[src/rtl/stkjmp_pkg.sv]
package stkjmp_pkg;

   localparam logic [7:0] OP_LD_SP_HL = 8'hF9;
   localparam logic [7:0] OP_JP_HL    = 8'hE9;
   localparam logic [7:0] OP_RET      = 8'hC9;
   localparam logic [7:0] OP_RETI     = 8'hD9;

   localparam int CYC_JP   = 1;
   localparam int CYC_LDSP = 2;
   localparam int CYC_RET  = 4;

   localparam logic [2:0] SEL_PC  = 3'd0;
   localparam logic [2:0] SEL_SP  = 3'd1;
   localparam logic [2:0] SEL_HL  = 3'd2;
   localparam logic [2:0] SEL_FLG = 3'd3;
   localparam logic [2:0] SEL_IME = 3'd4;

   typedef enum logic [2:0] {
      ST_IDLE,
      ST_LDSP,
      ST_POPL,
      ST_POPH,
      ST_RETW
   } seq_state_t;

   typedef struct packed {
      logic pc_inc;
      logic pc_from_hl;
      logic sp_from_hl;
      logic lo_cap;
      logic hi_cap;
      logic sp_inc;
      logic pc_from_pop;
      logic ime_set;
   } seq_ctl_t;

endpackage

[src/rtl/stkjmp_ctrl.sv]
module stkjmp_ctrl
   import stkjmp_pkg::*;
#(
   parameter int OP_W  = 8,
   parameter int CNT_W = 3
) (
   input  logic             clk,
   input  logic             rst_n,
   input  logic             start,
   input  logic [OP_W-1:0]  opcode,
   output seq_ctl_t         ctl,
   output logic             idle,
   output logic             rd_en,
   output logic             done,
   output logic [CNT_W-1:0] cyc_count,
   output logic             illegal
);

   generate
      if (CNT_W < 3) begin : g_cnt_chk
         $error("CNT_W must hold the longest cycle budget");
      end
      if (OP_W != 8) begin : g_op_chk
         $error("OP_W must be 8");
      end
   endgenerate

   seq_state_t       state_q, state_d;
   logic             reti_q, reti_d;
   logic             fin, ill;
   logic [CNT_W-1:0] cnt;

   always_comb begin
      ctl     = '0;
      state_d = state_q;
      reti_d  = reti_q;
      fin     = 1'b0;
      ill     = 1'b0;
      cnt     = '0;
      rd_en   = 1'b0;
      unique case (state_q)
         ST_IDLE: if (start) begin
            unique case (opcode)
               OP_LD_SP_HL: begin
                  ctl.pc_inc = 1'b1;
                  state_d    = ST_LDSP;
               end
               OP_JP_HL: begin
                  ctl.pc_from_hl = 1'b1;
                  fin            = 1'b1;
                  cnt            = CNT_W'(CYC_JP);
               end
               OP_RET, OP_RETI: begin
                  ctl.pc_inc = 1'b1;
                  reti_d     = (opcode == OP_RETI);
                  state_d    = ST_POPL;
               end
               default: ill = 1'b1;
            endcase
         end
         ST_LDSP: begin
            ctl.sp_from_hl = 1'b1;
            fin            = 1'b1;
            cnt            = CNT_W'(CYC_LDSP);
            state_d        = ST_IDLE;
         end
         ST_POPL: begin
            rd_en      = 1'b1;
            ctl.lo_cap = 1'b1;
            ctl.sp_inc = 1'b1;
            state_d    = ST_POPH;
         end
         ST_POPH: begin
            rd_en      = 1'b1;
            ctl.hi_cap = 1'b1;
            ctl.sp_inc = 1'b1;
            state_d    = ST_RETW;
         end
         ST_RETW: begin
            ctl.pc_from_pop = 1'b1;
            ctl.ime_set     = reti_q;
            fin             = 1'b1;
            cnt             = CNT_W'(CYC_RET);
            state_d         = ST_IDLE;
         end
         default: state_d = ST_IDLE;
      endcase
   end

   assign idle = (state_q == ST_IDLE);

   always_ff @(posedge clk) begin
      if (!rst_n) begin
         state_q   <= ST_IDLE;
         reti_q    <= 1'b0;
         done      <= 1'b0;
         cyc_count <= '0;
         illegal   <= 1'b0;
      end else begin
         state_q   <= state_d;
         reti_q    <= reti_d;
         done      <= fin;
         cyc_count <= cnt;
         illegal   <= ill;
      end
   end

endmodule

[src/rtl/stkjmp_regs.sv]
module stkjmp_regs
   import stkjmp_pkg::*;
#(
   parameter int DATA_W = 8,
   parameter int ADDR_W = 16
) (
   input  logic              clk,
   input  logic              rst_n,
   input  seq_ctl_t          ctl,
   input  logic              wr_en,
   input  logic [2:0]        wr_sel,
   input  logic [ADDR_W-1:0] wr_data,
   input  logic [DATA_W-1:0] rd_data,
   output logic [ADDR_W-1:0] pc,
   output logic [ADDR_W-1:0] sp,
   output logic [ADDR_W-1:0] hl,
   output logic [DATA_W-1:0] flags,
   output logic              ime
);

   localparam int PAIR_W = 2 * DATA_W;

   generate
      if (ADDR_W != PAIR_W) begin : g_pair_chk
         $error("ADDR_W must equal two data bytes");
      end
   endgenerate

   logic [DATA_W-1:0] lo_q, hi_q;

   always_ff @(posedge clk) begin
      if (!rst_n) begin
         pc    <= '0;
         sp    <= '0;
         hl    <= '0;
         flags <= '0;
         ime   <= 1'b0;
         lo_q  <= '0;
         hi_q  <= '0;
      end else begin
         if (wr_en) begin
            unique case (wr_sel)
               SEL_PC:  pc    <= wr_data;
               SEL_SP:  sp    <= wr_data;
               SEL_HL:  hl    <= wr_data;
               SEL_FLG: flags <= wr_data[DATA_W-1:0];
               SEL_IME: ime   <= wr_data[0];
               default: ;
            endcase
         end
         if (ctl.pc_inc)      pc   <= pc + ADDR_W'(1);
         if (ctl.pc_from_hl)  pc   <= hl;
         if (ctl.pc_from_pop) pc   <= {hi_q, lo_q};
         if (ctl.sp_from_hl)  sp   <= hl;
         if (ctl.sp_inc)      sp   <= sp + ADDR_W'(1);
         if (ctl.lo_cap)      lo_q <= rd_data;
         if (ctl.hi_cap)      hi_q <= rd_data;
         if (ctl.ime_set)     ime  <= 1'b1;
      end
   end

endmodule

[src/rtl/stkjmp_seq.sv]
module stkjmp_seq
   import stkjmp_pkg::*;
#(
   parameter int DATA_W = 8,
   parameter int ADDR_W = 16,
   parameter int CNT_W  = 3
) (
   input  logic              clk,
   input  logic              rst_n,
   input  logic              start,
   input  logic [7:0]        opcode,
   input  logic              reg_we,
   input  logic [2:0]        reg_sel,
   input  logic [ADDR_W-1:0] reg_wdata,
   output logic              mem_rd_en,
   output logic [ADDR_W-1:0] mem_addr,
   input  logic [DATA_W-1:0] mem_rdata,
   output logic              done,
   output logic [CNT_W-1:0]  cyc_count,
   output logic              illegal,
   output logic [ADDR_W-1:0] pc_o,
   output logic [ADDR_W-1:0] sp_o,
   output logic [ADDR_W-1:0] hl_o,
   output logic [DATA_W-1:0] flags_o,
   output logic              ime_o
);

   seq_ctl_t ctl;
   logic     idle;

   stkjmp_ctrl #(.OP_W(8), .CNT_W(CNT_W)) u_ctrl (
      .clk       (clk),
      .rst_n     (rst_n),
      .start     (start),
      .opcode    (opcode),
      .ctl       (ctl),
      .idle      (idle),
      .rd_en     (mem_rd_en),
      .done      (done),
      .cyc_count (cyc_count),
      .illegal   (illegal)
   );

   stkjmp_regs #(.DATA_W(DATA_W), .ADDR_W(ADDR_W)) u_regs (
      .clk     (clk),
      .rst_n   (rst_n),
      .ctl     (ctl),
      .wr_en   (reg_we && idle),
      .wr_sel  (reg_sel),
      .wr_data (reg_wdata),
      .rd_data (mem_rdata),
      .pc      (pc_o),
      .sp      (sp_o),
      .hl      (hl_o),
      .flags   (flags_o),
      .ime     (ime_o)
   );

   assign mem_addr = sp_o;

endmodule

[config.mk]
export PLATFORM = sky130hd
export DESIGN_NAME = stkjmp_seq
export DESIGN_NICKNAME = d
export VERILOG_FILES = /design/src/rtl/stkjmp_pkg.sv /design/src/rtl/stkjmp_ctrl.sv /design/src/rtl/stkjmp_regs.sv /design/src/rtl/stkjmp_seq.sv
export SDC_FILE = /design/constraint.sdc
export NUM_CORES = 1
export LEC_CHECK = 0
export ABC_AREA = 1
export BUFFER_PORTS_ARGS = -buffer_cell sky130_fd_sc_hd__buf_2
export CAP_MARGIN = 10
export CORE_ASPECT_RATIO = 0.5
export CORE_MARGIN = 3
export CORE_UTILIZATION = 58
export CTS_CLUSTER_SIZE = 25
export DETAILED_ROUTE_END_ITERATION = 7
export PLACE_DENSITY = 0.95
export SLEW_MARGIN = 20
export SYNTH_ARGS = -nofsm -noshare
export SYNTH_HDL_FRONTEND = slang
export SYNTH_SLANG_ARGS = --single-unit
[constraint.sdc]
create_clock -name clk -period 2.6 [get_ports clk]
set_input_delay 0.65 -clock clk [delete_from_list [all_inputs] [get_ports clk]]
set_output_delay 0.65 -clock clk [all_outputs]
set_load 0.02 [all_outputs]
==> results of run 1 <==
[routing by layer]
| metal | global-route usage | vias up |
|---|---|---|
| met5 | 0 | - |
| met4 | 0.105 | 0 |
| met3 | 0.0783 | 33 |
| met2 | 0.487 | 338 |
| met1 | 0.382 | 2284 |
| li1 | - | 2439 |
[cell usage after synthesis, types with 2 or more instances]
cell / count
nand2_1: 115
o21ai_0: 105
inv_1: 91
dfxtp_1: 82
a21oi_1: 80
nor2_1: 51
nand3_1: 41
buf_4: 19
clkbuf_1: 18
nor3_1: 11
nand4_1: 10
a31oi_1: 9
buf_2: 8
xor2_1: 7
o211ai_1: 6
or2_2: 6
xnor2_1: 5
nor2_2: 4
a21o_1: 2
ha_1: 2
inv_2: 2
nand3_2: 2
nor4_4: 2
o22ai_1: 2
[logic make-up (layout without fill, tap and decap cells)]
family | count (synthesis) | after routing
and+or+nand+nor | 243 | 243
AOI/OAI and AO/OA | 210 | 210
buffers and inverters | 141 | 236
DFF | 82 | 82
xor gates and xnor gates | 12 | 12
adders and majority gates | 2 | 2
[worst register-to-register path, cell delays in order, from the launching register on]
cell      delay (ns)
dfxtp_1         0.36
inv_1           0.09
nor2_1          0.51
inv_1           0.40
o21ai_0         0.17
a21oi_1         0.07
a21oi_1         0.14
nand2_1         0.07
o211ai_1        0.08
inv_1           0.05
[state kept, by name, summed over array words and instances (netlist names)]
| signal | count |
|---|---|
| u_regs.pc | 16 |
| u_ctrl.done | 1 |
| u_regs.lo_q | 8 |
| u_ctrl.state_q | 3 |
| u_ctrl.reti_q | 1 |
| u_regs.sp | 16 |
| u_regs.hi_q | 8 |
| u_regs.hl | 16 |
| u_regs.ime | 1 |
| u_ctrl.illegal | 1 |
| u_regs.flags | 8 |
| u_ctrl.cyc_count | 3 |
[report_power, final]
part	switching [uW]	leakage [uW]	internal, uW
Combinational	206	0.00179	106
Clock	494	0.000143	722
Sequential	43.9	0.000665	1290
Total	744	0.00259	2120
[per-stage QoR]
step	hold slack [ns]	instance area, sq um
floorplan	0.424	4580
finish	0.447	5390
CTS	0.445	5390
global placement	0.434	5100
global route	0.473	5390
detailed placement	0.436	5100
[final timing paths]
check	end	slack, ns	cells after the start
max	mem_rd_en	0.37	3
max reg2reg	u_regs.sp[6]$_SDFFE_PN0P_	0.57	9
min	u_ctrl.reti_q$_SDFFE_PN0P_	0.45	2
min reg2reg	u_ctrl.reti_q$_SDFFE_PN0P_	0.45	2
[cell type report]
class / count / area [sq um]
clock inverters: 2 / 10.0
well taps: 108 / 135
fillers: 625 / 2100
clock buffers: 14 / 274
inverters: 93 / 349
flip-flops and latches: 82 / 1640
repair buffers: 127 / 661
multi-input cells: 467 / 2320
==> metrics.txt, run 1 <==
CTS buffer count=9; vias=5094; H-tree depth=3; RSZ-0062 raised after global routing=false; Pwr Total=2860 uW; TritonCTS Sinks=82; dominant cell type by area after synthesis=dfxtp_1; row count=22; routability cong.=0.954; num ports=118; DRC=0; Pre-Repair DR Iteration Count=6; CTS clk-pin slew, worst paths=0.05 ns; post-DR wirelength/cell=15.2 um; crit path time final=2.23 ns; Largest delay share family, worst path=simple AND/OR/NAND/NOR gates; CTS tree=yes; crit-path cells=inv_1 > nor2_1 > buf_2; Die Span X=132 um; number of hold buffers added after cts=0; setup TNS=0 ns; fmax=449 MHz; slowest CP cell=nor2_1; most common library cell in the layout ignoring fill and taps=buf_2; ratio of cells with drive above 1 in the final layout=0.203; Synth top area share=0.359; Synth Flop Type=dfxtp_1; Netlist cell types=34; RR Startpoint=u_ctrl.state_q[1]$_SDFFE_PN0P_; Die Ht=68.8 um; PwrDens=531 mW/mm^2; slew margin rel.=0.431; die footprint=0.00906 sq mm; largest net degree at the start of global routing=67; Root Driver=clkbuf_16; diode count=0; initial core utilization=0.611; GRT Total Usage=0.295; WL final=13.6 mm; total core area=0.00749 sq mm; ANT nets after route=0; #FFs+latches synth=82; worst slew pin tran=0.853 ns; DR iter-0 viols=667; port bufs=117; Worst Setup Path Type=flip-flop to output port; Vias/cell=5.70; initial antenna violation count=0; WP buf/inv=2; first-pass GRT wire length=21.2 mm; commonest non-fill, non-tap cells in the layout=buf_2, nand2_1, o21ai_0; met2 wire length=6.06 mm; peak supply drop=0.379 mV; hold_sp=u_ctrl.reti_q$_SDFFE_PN0P_; run status=finished clean; crit start category=flip-flop; Place WS=0.300 ns; peak fanout along the critical path=6; CTS max path bufs=2; crit path DAT=1.58 ns; hpwl dp=9.62 mm; Post-synth EDFFs=0; Final period util=0.857; DR top layer=met4; Setup Viol. Count Final=0; Post-Synth Adder-Cell Area=0.00547; placed cell count=877; Hold WC Path Type=flip-flop to flip-flop; post-synth net total=731; final core utilization=0.720; vias in the first global route=4338; syn_area_per_cell=6.63 sq um; met1 wire length=5.64 mm; crit path from=u_ctrl.state_q[1]$_SDFFE_PN0P_; Hold Vio Cnt, Final=0; multiplexer area fraction after synthesis=0; # resized after CTS=0; Worst EP required=1.95 ns; layout overhead on the synthesized area=17.7%; Routed met3 length=1.57 mm; Worst Setup Slack, final=0.371 ns; fin. max-slew vios=0; clk_skew=0.00453 ns; MaxCap Viol Count=0; Cells after Synth=690; Layout Cells excl Fill=893; Compound-Gate Fraction of Synth Area=0.240; Leak=0.00259 uW; register area share after synthesis=0.359; Synth Area in Simple Gates=0.237; Async SR Flop Fraction=0; main combinational cell family by area after synthesis=compound AO/OA/AOI/OAI gates; number of nets in the layout=821; post-synthesis cell area=0.00458 sq mm; Ys Warns=0; grt total ovfl=0; CP endpoint kind=output port; synth top area cells=dfxtp_1, o21ai_0, nand2_1; Post-Synth XOR/XNOR Area=0.0230; max incr delay on CP=0.51 ns; Skew-Pair Late Insertion Delay=0.35 ns; post-CTS setup buffer count=0
No activity file was read; power rests on OpenSTA's default activity.
==> run 2, diff against run 1 <==
- RECOVER_POWER: default -> 100
==> run 2 against run 1 <==
Clock power about the same. Utilization fell by 1.6 points. Global-route usage unchanged. Final area decreased by 2.3%. Sequential power barely moved. Routed wire length is essentially flat. Sequential share of layout area increased by 0.70 points. Critical path depth stayed put. Maximum frequency shrank 1.2%. Final cell count is the same.
==> metrics.txt, run 2 (synthesis results as in run 1) <==
peak fanout along the critical path=6 (unchanged); post-DR wirelength/cell=15.2 um (about the same); DRC=0 (unchanged); Pre-Repair DR Iteration Count=5 (-1); row count=22 (unchanged); H-tree depth=3 (unchanged); Largest regs=u_regs.hl (16), u_regs.pc (16), u_regs.sp (16); vias in the first global route=4338 (unchanged); ratio of cells with drive above 1 in the final layout=0.0930 (-0.110); num ports=118 (unchanged); DR iter-0 viols=693 (+3.9%); die footprint=0.00906 sq mm (unchanged); diode count=0 (unchanged); port bufs=117 (unchanged); hold_sp=u_ctrl.reti_q$_SDFFE_PN0P_; Worst EP required=1.95 ns (about the same); worst flop-to-flop path endpoint=u_regs.hl[0]$_SDFFE_PN0P_; crit start category=flip-flop; setup TNS=0 ns (unchanged); CTS max path bufs=2 (unchanged); number of hold buffers added after cts=0 (unchanged); peak supply drop=0.379 mV (about the same); Skew-Pair Late Insertion Delay=0.35 ns (about the same); initial core utilization=0.611 (unchanged); Hold Path Cell Cnt=2 (unchanged); fin. max-slew vios=0 (unchanged); Hold WC Path Type=flip-flop to flip-flop; Worst R2R Path Depth=8 (-1); RR Startpoint=u_ctrl.state_q[0]$_SDFFE_PN0P_; R2R Setup Slk=0.35 ns (-0.22 ns); routability cong.=0.954 (unchanged); Root Driver=clkbuf_16; slowest CP cell=nor2_1; ANT nets after route=0 (unchanged); Hold EP=u_ctrl.reti_q$_SDFFE_PN0P_; CP endpoint kind=output port; RSZ-0062 raised after global routing=false; Worst Setup Path Type=flip-flop to output port; Largest delay share family, worst path=simple AND/OR/NAND/NOR gates; worst slew pin tran=0.894 ns (+0.0418 ns); crit path DAT=1.61 ns (+0.03 ns); largest net degree at the start of global routing=67 (unchanged); PwrDens=541 mW/mm^2 (+1.9%); first-pass GRT wire length=21.2 mm (unchanged); layout overhead on the synthesized area=15.0%; slew margin rel.=0.404 (-0.0272); commonest non-fill, non-tap cells in the layout=nand2_1, o21ai_0, inv_1; crit path time final=2.26 ns (+0.0262 ns); vias=5075 (-0.37%); run status=finished clean; Final period util=0.867 (+0.0101); Hold Vio Cnt, Final=0 (unchanged); hold_ws=0.449 ns (+0.00136 ns); hpwl dp=9.62 mm (unchanged); number of nets in the layout=821 (unchanged); CTS tree=yes; initial antenna violation count=0 (unchanged); Leak=0.00224 uW (-13%); Fillers=676 (+8.2%); grt total ovfl=0 (unchanged); post-CTS setup buffer count=0 (unchanged); GRT Total Usage=0.295 (unchanged); Die Span X=132 um (unchanged); WP buf/inv=2 (unchanged); TritonCTS Sinks=82 (unchanged); most common library cell in the layout ignoring fill and taps=nand2_1; fmax=443 MHz (-1.2%); Setup Viol. Count Final=0 (unchanged); crit-path cells=inv_1 > nor2_1 > clkbuf_1; CTS clk-pin slew, worst paths=0.06 ns (about the same); WL final=13.6 mm (about the same); max incr delay on CP=0.53 ns (+0.02 ns); clk_skew=0.00607 ns (+0.00154 ns); CTS buffer count=9 (unchanged); Vias/cell=5.68 (-0.37%); # resized after CTS=0 (unchanged); total core area=0.00749 sq mm (unchanged); MaxCap Viol Count=0 (unchanged); Die Ht=68.8 um (unchanged)
[run 2: cell count changes in the layout (fill, tap and decap cells not counted)]
cell,change
nand3_1,+1
nor2_1,+2
clkbuf_2,+2
nand3_2,-1
clkbuf_1,+81
buf_2,-79
buf_4,-4
nor2_2,-2
inv_1,+2
inv_2,-2
[run 2: how the worst max path moves through the flow]
stage / end / startpoint / cells after the start
floorplan: u_regs.pc[6]$_SDFFE_PN0P_ / opcode[1] / 8
global placement: u_regs.pc[5]$_SDFFE_PN0P_ / opcode[1] / 12
detailed placement: u_regs.pc[4]$_SDFFE_PN0P_ / opcode[1] / 12
CTS: mem_rd_en / u_ctrl.state_q[1]$_SDFFE_PN0P_ / 3
global route: u_regs.pc[9]$_SDFFE_PN0P_ / u_ctrl.state_q[2]$_SDFFE_PN0P_ / 8
finish: mem_rd_en / u_ctrl.state_q[1]$_SDFFE_PN0P_ / 3
[run 2: routing by layer]
| metal | GRT usage | share of wire | routed length, um | up-vias |
|---|---|---|---|---|
| met2 | 0.487 | 0.45 | 6050 | 286 |
| met5 | 0 | 0 | 0 | - |
| met3 | 0.0783 | 0.11 | 1490 | 31 |
| met1 | 0.382 | 0.43 | 5780 | 2319 |
| li1 | - | - | - | 2439 |
| met4 | 0.105 | 0.020 | 273 | 0 |
[run 2: final cells by class]
type                       count  area (sq um)  share of cell area
sequential                    82          1640               0.312
multi-input combinational    467          2310               0.438
tap                          108           135              0.0257
inverter                      93           349              0.0663
clock inverter                 2          10.0             0.00190
timing repair buffer         127           549               0.104
clock buffer                  14           274              0.0520
[run 2: metrics by stage]
step                      area (sq um)  setup slack, ns  power, uW  cells   util
after floorplan                   4580            0.679       1550    690      -
after global placement            5100            0.321       1650    877  0.682
after detailed placement          5100            0.300       1660    877  0.682
after CTS                         5390            0.397       2850    893  0.720
after global routing              5270            0.140       2930    893  0.703
final                             5270            0.345       2850    893  0.703
[run 2: power breakdown]
part | internal [uW] | total [uW] | switching, uW
registers | 1290 | 1340 | 45.3
clock network | 722 | 1220 | 494
logic | 93.2 | 298 | 205
[run 2: worst min-delay path, stage by stage (launching register included)]
cell     delay (ns)
dfxtp_1        0.31
inv_1          0.05
a21oi_1        0.05
==> run 3, diff against run 2 <==
- CORE_UTILIZATION: 58 -> 53
- PLACE_DENSITY: 0.95 -> 0.78
- clock period: 2.6 -> 2.43 ns (I/O delays scaled with it)
==> run 3 against run 2 <==
Flip-flop and latch count is the same. Final cell count is 0.45% higher. Critical path depth increased by 1. Global-route usage is 1.1 points lower. Non-clock buffer count grew 3. Combinational power is 8.4% higher. Worst hold slack worse by 0.0012 ns. Final area is 1.7% higher. Clock power rose by 27%. Highest routed layer unchanged. Critical endpoint is now u_regs.pc[2]$_SDFFE_PN0P_. Via count rose by 0.32%. Critical path type is now input port to flip-flop. Routed wire length grew 4.8%. Utilization fell by 5.0 points.
==> metrics.txt, run 3 (synthesis results as in run 1) <==
run status=finished clean; placed cell count=884 (+0.80%); setup TNS=0 ns (unchanged); Hold Vio Cnt, Final=0 (unchanged); most common library cell in the layout ignoring fill and taps=nand2_1; CP endpoint kind=flip-flop; first-pass GRT wire length=22.0 mm (+3.6%); Largest regs=u_regs.hl (16), u_regs.pc (16), u_regs.sp (16); vias in the first global route=4309 (-0.67%); RR Startpoint=u_ctrl.state_q[0]$_SDFFE_PN0P_; Hold WC Path Type=flip-flop to flip-flop; Layout Cells excl Fill=897 (+0.45%); crit path from=rst_n; crit start category=input port; Root Driver=clkbuf_16; Vias/cell=5.68 (-0.13%); Switch Pwr=802 uW (+7.7%); Reg power frac=0.434 (-0.035); Skew-Pair Late Insertion Delay=0.34 ns (about the same); MaxCap Viol Count=0 (unchanged); Die Ht=71.7 um (+4.2%); CTS clk-pin slew, worst paths=0.06 ns (about the same); CTS tree=yes; peak fanout along the critical path=47 (+41); PwrDens=616 mW/mm^2 (+14%); Fillers=800 (+18%); CTS buffer count=9 (unchanged); row count=23 (+4.5%); switching part of the total power=0.243 (-0.0180); initial core utilization=0.558 (-0.0533); CTS max path bufs=2 (unchanged); Worst Setup Path Type=input port to flip-flop; # resized after CTS=0 (unchanged); WL final=14.3 mm (+4.8%); num ports=118 (unchanged); GRT Total Usage=0.284 (-0.0110); number of nets in the layout=824 (+0.37%); layout overhead on the synthesized area=17.0%; peak supply drop=0.426 mV (+12%); ANT nets after route=0 (unchanged); Clk pwr share=0.469 (+0.042); largest net degree at the start of global routing=48 (-28%); grt total ovfl=0 (unchanged); clk_skew=0.00750 ns (+0.00143 ns); worst slew pin tran=0.917 ns (+0.0230 ns); port bufs=117 (unchanged); slew margin rel.=0.388 (-0.0153); post-DR wirelength/cell=15.9 um (+4.3%); hpwl dp=10.1 mm (+5.1%); Worst EP required=2.69 ns (+0.74 ns); DRC=0 (unchanged); Final period util=0.944; TritonCTS Sinks=82 (unchanged); diode count=0 (unchanged); Die Span X=137 um (+4.4%); Comb pwr share=0.098 (-0.006); ratio of cells with drive above 1 in the final layout=0.0981 (+0.00510); Hold Path Cell Cnt=2 (unchanged); hold_sp=u_ctrl.reti_q$_SDFFE_PN0P_; fin. max-slew vios=0 (unchanged); routability cong.=0.955 (+0.12%); R2R Setup Slk=0.18 ns (-0.17 ns); Worst R2R Path Depth=8 (unchanged); vias=5091 (+0.32%); total core area=0.00820 sq mm (+9.5%); Setup Viol. Count Final=0 (unchanged); DR iter-0 viols=600 (-13%); crit path DAT=2.55 ns (+0.94 ns); H-tree depth=3 (unchanged); initial antenna violation count=0 (unchanged); Leak=0.00228 uW (+1.7%); fmax=436 MHz; post-CTS setup buffer count=0 (unchanged); number of hold buffers added after cts=0 (unchanged); Pint=2500 uW (+19%); Pre-Repair DR Iteration Count=5 (unchanged); RSZ-0062 raised after global routing=false; die footprint=0.00986 sq mm (+8.8%); commonest non-fill, non-tap cells in the layout=nand2_1, o21ai_0, inv_1; crit path time final=2.29 ns
[run 3: cell count changes in the layout (fill, tap and decap cells not counted), sizes merged]
cell    change
bufinv      +3
clkinv      -2
buf         +3
clkbuf      -4
[run 3: per-layer routing]
layer	vias up	track usage	wire (um)
li1	2454	-	-
met1	2328	0.396	6060
met2	295	0.442	6400
met3	14	0.0835	1670
met4	0	0.0520	111
met5	-	0	0
[run 3: critical path, cell delays in order]
cell and delay (ns):
clkbuf_1 0.66, clkbuf_2 0.77, o21ai_0 0.28, a21oi_1 0.21
[run 3: worst paths after layout]
path / to
min reg2reg: u_ctrl.reti_q$_SDFFE_PN0P_
max reg2reg: u_regs.pc[2]$_SDFFE_PN0P_
min: u_ctrl.reti_q$_SDFFE_PN0P_
max: u_regs.pc[2]$_SDFFE_PN0P_
[run 3: cell type report]
class,count,area [sq um],share of cell area
flip-flops and latches,82,1640,0.307
multi-input cells,467,2310,0.431
well taps,112,140,0.0262
repair buffers,130,588,0.110
clock buffers,10,239,0.0446
inverters,93,349,0.0652
clock inverters,3,90.1,0.0168
[run 3: per-stage QoR]
| step | hold slack [ns] | total power, uW | worst slack, ns | cell area [sq um] | util |
|---|---|---|---|---|---|
| after detailed placement | 0.439 | 1790 | 0.318 | 5160 | 0.629 |
| after CTS | 0.447 | 3310 | 0.306 | 5490 | 0.669 |
| final | 0.447 | 3300 | 0.136 | 5360 | 0.653 |
| after floorplan | 0.424 | 1660 | 0.552 | 4580 | - |
| after global placement | 0.436 | 1780 | 0.350 | 5160 | 0.629 |
| after global routing | 0.483 | 3410 | 0.0673 | 5360 | 0.653 |
[run 3: power by group through the flow]
stage	sequential (uW)	combinational (uW)	clock (uW)
after floorplan	1490	173	0
after global placement	1450	328	0
after detailed placement	1460	332	0
after CTS	1430	336	1550
after global routing	1430	352	1630
final	1430	323	1550
